==> config.mk <==
export PLATFORM = sky130hd
export DESIGN_NAME = spi_duplex_ctl
export DESIGN_NICKNAME = d
export VERILOG_FILES = /design/src/rtl/spi_duplex_pkg.sv /design/src/rtl/spi_bit_sync.sv /design/src/rtl/spi_mst_clkgen.sv /design/src/rtl/spi_slv_engine.sv /design/src/rtl/spi_rx_hold.sv /design/src/rtl/spi_duplex_ctl.sv
export SDC_FILE = /design/constraint.sdc
export NUM_CORES = 1
export LEC_CHECK = 0
export ABC_CLOCK_PERIOD_IN_PS = 2700
export BUFFER_PORTS_ARGS = -buffer_cell sky130_fd_sc_hd__buf_2
export CAP_MARGIN = 20
export CORE_AREA = 2 2 75 113
export DETAILED_ROUTE_END_ITERATION = 10
export DIE_AREA = 0 0 77 115
export PLACE_DENSITY = 0.48
export SLEW_MARGIN = 20
export SYNTH_ARGS = -nofsm -noshare
export SYNTH_HDL_FRONTEND = slang
export SYNTH_SLANG_ARGS = --single-unit
export TNS_END_PERCENT = 1
==> constraint.sdc <==
create_clock -name clk -period 2.7 [get_ports clk]
set_input_delay 0 -clock clk [delete_from_list [all_inputs] [get_ports clk]]
set_output_delay 0 -clock clk [all_outputs]
set_load 0.005 [all_outputs]
==> src/rtl/spi_duplex_pkg.sv <==
package spi_duplex_pkg;

   // Per-cycle events that a role engine hands to the shared datapath
   typedef struct packed {
      logic busy;    // transfer in progress for this role
      logic sample;  // take sdi into the receive shifter this cycle
      logic shift;   // move the transmit shifter to the next bit
      logic done;    // this sample completes a byte
   } xfer_evt_t;

endpackage

==> src/rtl/spi_bit_sync.sv <==
module spi_bit_sync #(
   parameter int                 WIDTH   = 1,
   parameter int                 STAGES  = 2,
   parameter logic [WIDTH-1:0]   RST_VAL = '0
) (
   input  logic             clk,
   input  logic             rst_n,
   input  logic [WIDTH-1:0] d,
   output logic [WIDTH-1:0] q
);

   if (STAGES < 2) begin : g_bad_stages
      $error("spi_bit_sync: STAGES must be at least 2");
   end

   logic [STAGES-1:0][WIDTH-1:0] stg;

   always_ff @(posedge clk or negedge rst_n) begin
      if (!rst_n) begin
         for (int i = 0; i < STAGES; i++) stg[i] <= RST_VAL;
      end else begin
         stg[0] <= d;
         for (int i = 1; i < STAGES; i++) stg[i] <= stg[i-1];
      end
   end

   assign q = stg[STAGES-1];

endmodule

==> src/rtl/spi_mst_clkgen.sv <==
module spi_mst_clkgen
   import spi_duplex_pkg::*;
#(
   parameter int DATA_W = 8,
   parameter int DIV_W  = 8
) (
   input  logic             clk,
   input  logic             rst_n,
   input  logic             start,
   input  logic             cpol,
   input  logic [DIV_W-1:0] half_div,
   output logic             sclk,
   output logic             ss_n,
   output xfer_evt_t        evt
);

   localparam int            EW     = $clog2(2*DATA_W);
   localparam logic [EW-1:0] LAST_E = EW'(2*DATA_W-1);
   localparam logic [EW-1:0] LAST_S = EW'(2*DATA_W-2);

   logic             active;
   logic [DIV_W-1:0] div_cnt;
   logic [EW-1:0]    edge_cnt;
   logic             sclk_q;
   logic             tick;

   assign tick = active && (div_cnt == half_div);

   always_ff @(posedge clk or negedge rst_n) begin
      if (!rst_n) begin
         active   <= 1'b0;
         div_cnt  <= '0;
         edge_cnt <= '0;
         sclk_q   <= 1'b0;
      end else if (!active) begin
         sclk_q   <= cpol;
         div_cnt  <= '0;
         edge_cnt <= '0;
         if (start) active <= 1'b1;
      end else if (tick) begin
         div_cnt  <= '0;
         sclk_q   <= ~sclk_q;
         edge_cnt <= edge_cnt + EW'(1);
         if (edge_cnt == LAST_E) active <= 1'b0;
      end else begin
         div_cnt <= div_cnt + DIV_W'(1);
      end
   end

   // even edge index = leading edge (sample), odd = trailing (launch)
   assign evt.busy   = active;
   assign evt.sample = tick && !edge_cnt[0];
   assign evt.shift  = tick && edge_cnt[0] && (edge_cnt != LAST_E);
   assign evt.done   = tick && (edge_cnt == LAST_S);

   assign sclk = active ? sclk_q : cpol;
   assign ss_n = !active;


   frame_edges_chk: assert property (@(posedge clk) disable iff (!rst_n)
      $fell(active) |-> ($past(edge_cnt) == LAST_E));

endmodule

==> src/rtl/spi_slv_engine.sv <==
module spi_slv_engine
   import spi_duplex_pkg::*;
#(
   parameter int DATA_W      = 8,
   parameter int SYNC_STAGES = 2
) (
   input  logic      clk,
   input  logic      rst_n,
   input  logic      cpol,
   input  logic      cpha,
   input  logic      sclk_i,
   input  logic      ss_n_i,
   output xfer_evt_t evt
);

   localparam int            BW     = (DATA_W > 2) ? $clog2(DATA_W) : 1;
   localparam logic [BW-1:0] LAST_B = BW'(DATA_W-1);

   logic [1:0]    sync_q;
   logic          s_ss_n;
   logic          s_sclk;
   logic          prev_sclk;
   logic          selected;
   logic          sclk_edge;
   logic          lead_edge;
   logic          trail_edge;
   logic          smp;
   logic          lch;
   logic [BW-1:0] bit_cnt;

   spi_bit_sync #(
      .WIDTH   (2),
      .STAGES  (SYNC_STAGES),
      .RST_VAL (2'b10)
   ) u_sync (
      .clk   (clk),
      .rst_n (rst_n),
      .d     ({ss_n_i, sclk_i}),
      .q     (sync_q)
   );

   assign s_ss_n = sync_q[1];
   assign s_sclk = sync_q[0];

   always_ff @(posedge clk or negedge rst_n) begin
      if (!rst_n) prev_sclk <= 1'b0;
      else        prev_sclk <= s_sclk;
   end

   assign selected   = !s_ss_n;
   assign sclk_edge  = s_sclk ^ prev_sclk;
   assign lead_edge  = sclk_edge && (s_sclk != cpol);
   assign trail_edge = sclk_edge && (s_sclk == cpol);
   assign smp        = selected && (cpha ? trail_edge : lead_edge);
   assign lch        = selected && (cpha ? lead_edge : trail_edge);

   always_ff @(posedge clk or negedge rst_n) begin
      if (!rst_n) begin
         bit_cnt <= '0;
      end else if (!selected) begin
         bit_cnt <= '0;
      end else if (smp) begin
         bit_cnt <= (bit_cnt == LAST_B) ? '0 : bit_cnt + BW'(1);
      end
   end

   // phase 1: first leading edge of a byte only presents the MSB already on sdo
   assign evt.busy   = selected;
   assign evt.sample = smp;
   assign evt.done   = smp && (bit_cnt == LAST_B);
   assign evt.shift  = lch && !(cpha && (bit_cnt == '0));


   abort_restart_chk: assert property (@(posedge clk) disable iff (!rst_n)
      $rose(s_ss_n) |=> (bit_cnt == '0));

endmodule

==> src/rtl/spi_rx_hold.sv <==
module spi_rx_hold #(
   parameter int DATA_W = 8
) (
   input  logic              clk,
   input  logic              rst_n,
   input  logic              load,
   input  logic [DATA_W-1:0] load_data,
   input  logic              rd_en,
   input  logic              clr,
   output logic [DATA_W-1:0] rd_data,
   output logic              full,
   output logic              overrun
);

   logic accept;
   logic lost;

   assign lost   = load && full && !rd_en;
   assign accept = load && !lost;

   always_ff @(posedge clk or negedge rst_n) begin
      if (!rst_n) begin
         rd_data <= '0;
         full    <= 1'b0;
         overrun <= 1'b0;
      end else begin
         if (lost)      overrun <= 1'b1;
         else if (clr)  overrun <= 1'b0;

         if (accept) begin
            rd_data <= load_data;
            full    <= 1'b1;
         end else if (rd_en) begin
            full <= 1'b0;
         end
      end
   end


   keep_old_chk: assert property (@(posedge clk) disable iff (!rst_n)
      (load && full && !rd_en) |=> (overrun && $stable(rd_data)));


   read_clears_chk: assert property (@(posedge clk) disable iff (!rst_n)
      (rd_en && !load) |=> !full);

endmodule

==> src/rtl/spi_duplex_ctl.sv <==
module spi_duplex_ctl
   import spi_duplex_pkg::*;
#(
   parameter int DATA_W      = 8,
   parameter int DIV_W       = 8,
   parameter int SYNC_STAGES = 2
) (
   input  logic              clk,
   input  logic              rst_n,
   input  logic              is_master,
   input  logic              cpol,
   input  logic              cpha,
   input  logic [DIV_W-1:0]  half_div,
   input  logic              wr_en,
   input  logic [DATA_W-1:0] wr_data,
   input  logic              rd_en,
   input  logic              flag_clr,
   output logic [DATA_W-1:0] rd_data,
   output logic              rx_full,
   output logic              overrun,
   output logic              wcol,
   output logic              busy,
   output logic              sclk_o,
   output logic              ss_n_o,
   input  logic              sclk_i,
   input  logic              ss_n_i,
   output logic              sdo,
   input  logic              sdi
);

   if (DATA_W < 2) begin : g_bad_width
      $error("spi_duplex_ctl: DATA_W must be at least 2");
   end
   if (DIV_W < 1) begin : g_bad_div
      $error("spi_duplex_ctl: DIV_W must be at least 1");
   end

   xfer_evt_t         m_evt;
   xfer_evt_t         s_evt;
   xfer_evt_t         evt;
   logic [DATA_W-1:0] tx_sr;
   logic [DATA_W-1:0] rx_sr;
   logic [DATA_W-1:0] rx_next;
   logic              accept_wr;

   assign evt       = is_master ? m_evt : s_evt;
   assign busy      = evt.busy;
   assign accept_wr = wr_en && !evt.busy;

   spi_mst_clkgen #(
      .DATA_W (DATA_W),
      .DIV_W  (DIV_W)
   ) u_mst (
      .clk      (clk),
      .rst_n    (rst_n),
      .start    (accept_wr && is_master),
      .cpol     (cpol),
      .half_div (half_div),
      .sclk     (sclk_o),
      .ss_n     (ss_n_o),
      .evt      (m_evt)
   );

   spi_slv_engine #(
      .DATA_W      (DATA_W),
      .SYNC_STAGES (SYNC_STAGES)
   ) u_slv (
      .clk    (clk),
      .rst_n  (rst_n),
      .cpol   (cpol),
      .cpha   (cpha),
      .sclk_i (sclk_i),
      .ss_n_i (ss_n_i),
      .evt    (s_evt)
   );

   // transmit: the shifter is the only buffer
   always_ff @(posedge clk or negedge rst_n) begin
      if (!rst_n)          tx_sr <= '0;
      else if (accept_wr)  tx_sr <= wr_data;
      else if (evt.shift)  tx_sr <= {tx_sr[DATA_W-2:0], 1'b0};
   end

   assign sdo     = tx_sr[DATA_W-1];
   assign rx_next = {rx_sr[DATA_W-2:0], sdi};

   always_ff @(posedge clk or negedge rst_n) begin
      if (!rst_n)          rx_sr <= '0;
      else if (evt.sample) rx_sr <= rx_next;
   end

   always_ff @(posedge clk or negedge rst_n) begin
      if (!rst_n)                wcol <= 1'b0;
      else if (wr_en && busy)    wcol <= 1'b1;
      else if (flag_clr)         wcol <= 1'b0;
   end

   spi_rx_hold #(
      .DATA_W (DATA_W)
   ) u_hold (
      .clk       (clk),
      .rst_n     (rst_n),
      .load      (evt.done),
      .load_data (rx_next),
      .rd_en     (rd_en),
      .clr       (flag_clr),
      .rd_data   (rd_data),
      .full      (rx_full),
      .overrun   (overrun)
   );


   wcol_set_chk: assert property (@(posedge clk) disable iff (!rst_n)
      (wr_en && busy) |=> wcol);


   mst_sdo_hold_chk: assert property (@(posedge clk) disable iff (!rst_n)
      (is_master && $past(is_master) && !ss_n_o && !$past(ss_n_o) && !$past(m_evt.shift))
         |-> $stable(sdo));

endmodule

==> flow_metrics.py <==
metrics = {
    "logic_synthesis": {
        "yosysTopAreaCellShare_pct": 50.1,
        "avgSynthCellArea_um2": 11.1,
        "syn_nets": 240,
        "synth_cells": 207,
        "synth_cell_types": 38,
        "synth_seq_cells": 48,
        "synth_warnings": 0,
        "synth_largest_area_cell": "dfrtp_1",
        "seq_area_frac_synth_pct": 52.4,
        "synthTopCellsByArea": "dfrtp_1, mux2_2, xnor2_1",
        "synth_area_mm2": 0.00230,
    },
    "clock_network": {
        "cts_hold_buffers": 12,
        "cts_max_level": 2,
        "clkLatencyLatePin_ns": 0.29,
        "cts_tree": "yes",
        "clockRootBuffer": "clkbuf_16",
        "cts-buffers-inserted": 5,
        "clkSinkCount": 48,
        "cts_setup_buffers": 0,
        "cts_resized": 0,
        "cts.clk_slew.worst_paths_ns": 0.07,
        "cts_buffer_depth": 2,
    },
    "status": {
        "status": "completed",
    },
    "floorplan": {
        "rows": 40,
        "io_pins": 42,
        "chipWidth_um": 77,
        "die_height_um": 115,
        "initial_core_util_pct": 29.0,
        "core_mm2": 0.00791,
        "dieArea_mm2": 0.00886,
    },
    "drt": {
        "drtIter0Drc": 63,
        "drcViolationCount": 0,
        "wirelength_um": 4800,
        "wire_per_inst_um": 13.0,
        "first_pass_iters": 4,
        "ant_nets": 0,
        "vias": 1695,
        "vias_per_cell": 4.58,
    },
    "setup_path": {
        "worst-endpoint-required_ns": 2.88,
        "cp-startpoint": "u_mst.edge_cnt[0]",
        "critical_path_class": "flip-flop to flip-flop",
        "crit_path_end_kind": "flip-flop",
        "setup.worst_path.end": "u_hold.rd_data[7]",
        "r2r-end": "u_hold.rd_data[7]",
        "r2r_cells": 6,
        "rr_startpoint": "u_mst.edge_cnt[0]",
        "cp-start-kind": "flip-flop",
        "rrSetupSlack_ns": 0.64,
        "critical_path_peak_fanout": 8,
        "arrival_ns": 2.24,
    },
    "timing": {
        "fin_crit_ns": 2.06,
        "finalSetupViolCount": 0,
        "fin_crit_sh_pct": 76.2,
        "clock_skew_ns": 0.00586,
        "tightest_slew_ns": 0.641,
        "setup_tns_ns": 0,
        "slew_headroom_pct": 57.2,
        "rsz0062_at_grt": "no",
        "hold_viol": 0,
        "fmaxAchievable_mhz": 486,
        "hold_slack_ns": 0.00407,
        "drv_slew": 0,
    },
    "cells_and_area": {
        "layout.nets": 297,
        "drive_gt1_share_pct": 28.7,
        "area_growth_pct": 25.9,
        "diodes": 0,
        "final_util_pct": 36.6,
    },
    "job": {
        "cap_violations": 0,
    },
    "pwr": {
        "total_leakage_power_nw": 1.35,
        "peakVddDrop_uv": 423,
        "powerDensity_mw_per_mm2": 730,
    },
    "global_route": {
        "grt_pass1_vias": 1666,
        "antenna_found_initial": 0,
        "grt_pass1_wl_um": 7960,
        "grt_max_degree": 29,
        "overflow": 0,
        "track_usage_pct": 11.6,
    },
    "hold_path": {
        "hp-class": "input pin to flip-flop",
    },
    "place": {
        "gp_congestion": 0.727,
        "hpwl_um": 3500,
        "portBuffers": 41,
    },
}
final cells by class:
| cell class | count | area [um2] |
|---|---|---|
| clock buffers | 5 | 125 |
| clock inverters | 3 | 23.8 |
| fillers | 858 | 5020 |
| inverters | 7 | 26.3 |
| multi-input cells | 148 | 1050 |
| flip-flops and latches | 48 | 1200 |
| well taps | 105 | 131 |
| repair buffers | 54 | 333 |
worst min-delay path by stage:
stage / start / endpoint / slack (ns) / cells after the start
floorplan: rst_n / rx_sr[0] / -0.30 / 0
global placement: rst_n / u_hold.rd_data[0] / 0.06 / 1
detailed placement: rst_n / u_hold.rd_data[0] / 0.07 / 1
CTS: cpol / u_mst.sclk_q / 0.003 / 3
global route: wr_data[4] / tx_sr[4] / 0.03 / 3
finish: wr_data[4] / tx_sr[4] / 0.004 / 3
synthesized netlist by cell type (all sizes together):
master / instances
a21oi: 6
a311oi: 1
a31oi: 7
and2: 2
and2b: 1
and3: 5
and4: 2
buf: 1
clkbuf: 3
dfrtp: 46
dfstp: 2
ha: 6
inv: 7
mux2: 16
mux2i: 4
nand2: 9
nand2b: 5
nand3: 13
nand4: 3
nor2: 26
nor2b: 1
nor3: 4
nor4b: 1
o21ai: 8
o22a: 1
o22ai: 2
o31a: 1
o31ai: 1
o32a: 1
or3: 2
or3b: 1
xnor2: 15
xor2: 4
kinds of logic (layout without fill, tap and decap cells):
kind of cell | count (synthesis) | after routing | synth area share, %
compound gates | 28 | 28 | 8.50
xor+xnor | 19 | 19 | 7.25
flops | 48 | 48 | 52.4
simple gates | 75 | 75 | 16.9
mux | 20 | 20 | 9.75
buf+inv | 11 | 69 | 1.91
fa+ha+maj | 6 | 6 | 3.27
registers in the layout, indices dropped and copies added (netlist names):
register / cells
u_slv.u_sync.stg: 2
u_slv.u_sync.q: 2
u_hold.full: 1
u_hold.rd_data: 8
wcol: 1
u_mst.edge_cnt: 4
u_slv.prev_sclk: 1
u_slv.bit_cnt: 3
tx_sr: 8
u_mst.active: 1
u_hold.overrun: 1
rx_sr: 7
u_mst.sclk_q: 1
u_mst.div_cnt: 8
critical path, stage by stage, from the launching register on:
cell and delay, ns:
dfrtp_1 0.43, inv_1 0.14, ha_1 0.15, nand3_1 0.07, or3b_2 0.48, o21ai_4 0.29, mux2_2 0.38
metal layers:
layer	global-route usage, %	up-vias	routed length, um
li1	-	841	-
met1	13.0	824	2070
met2	20.6	25	2480
met3	2.28	5	131
met4	6.19	0	115
met5	0	-	0
report_power, final:
part           internal [mW]  total, mW  leakage [nW]  switching [mW]
Clock                  0.345      0.627        0.0660           0.282
Combinational          0.253      0.468         0.692           0.215
Sequential             0.874       1.02         0.596           0.141
Total                   1.47       2.11          1.35           0.638
metrics by stage:
stage          std cells  area (um2)  power (mW)  setup slack (ns)
3_3_place_gp         350        2620        1.49             0.683
2_1_floorplan        207        2300        1.35             0.792
4_1_cts              370        2890        2.15             0.638
3_5_place_dp         350        2620        1.49             0.650
5_1_grt              370        2890        2.26             0.540
6_report             370        2890        2.11             0.644
layout by cell type, fill, tap and decap left out, types with 3 or more instances in the layout:
master	count
nor2_1	26
inv_1	7
nand3_1	13
nand2b_1	5
o21ai_0	7
buf_2	41
xor2_1	4
mux2i_1	3
xnor2_1	15
ha_1	6
dfrtp_1	46
clkbuf_16	5
a31oi_1	7
a21oi_1	6
nand2_1	8
mux2_2	16
nor3_1	4
dlygate4sd3_1	12
and3_1	5
Note: power is estimated with default switching activity, not from simulation.
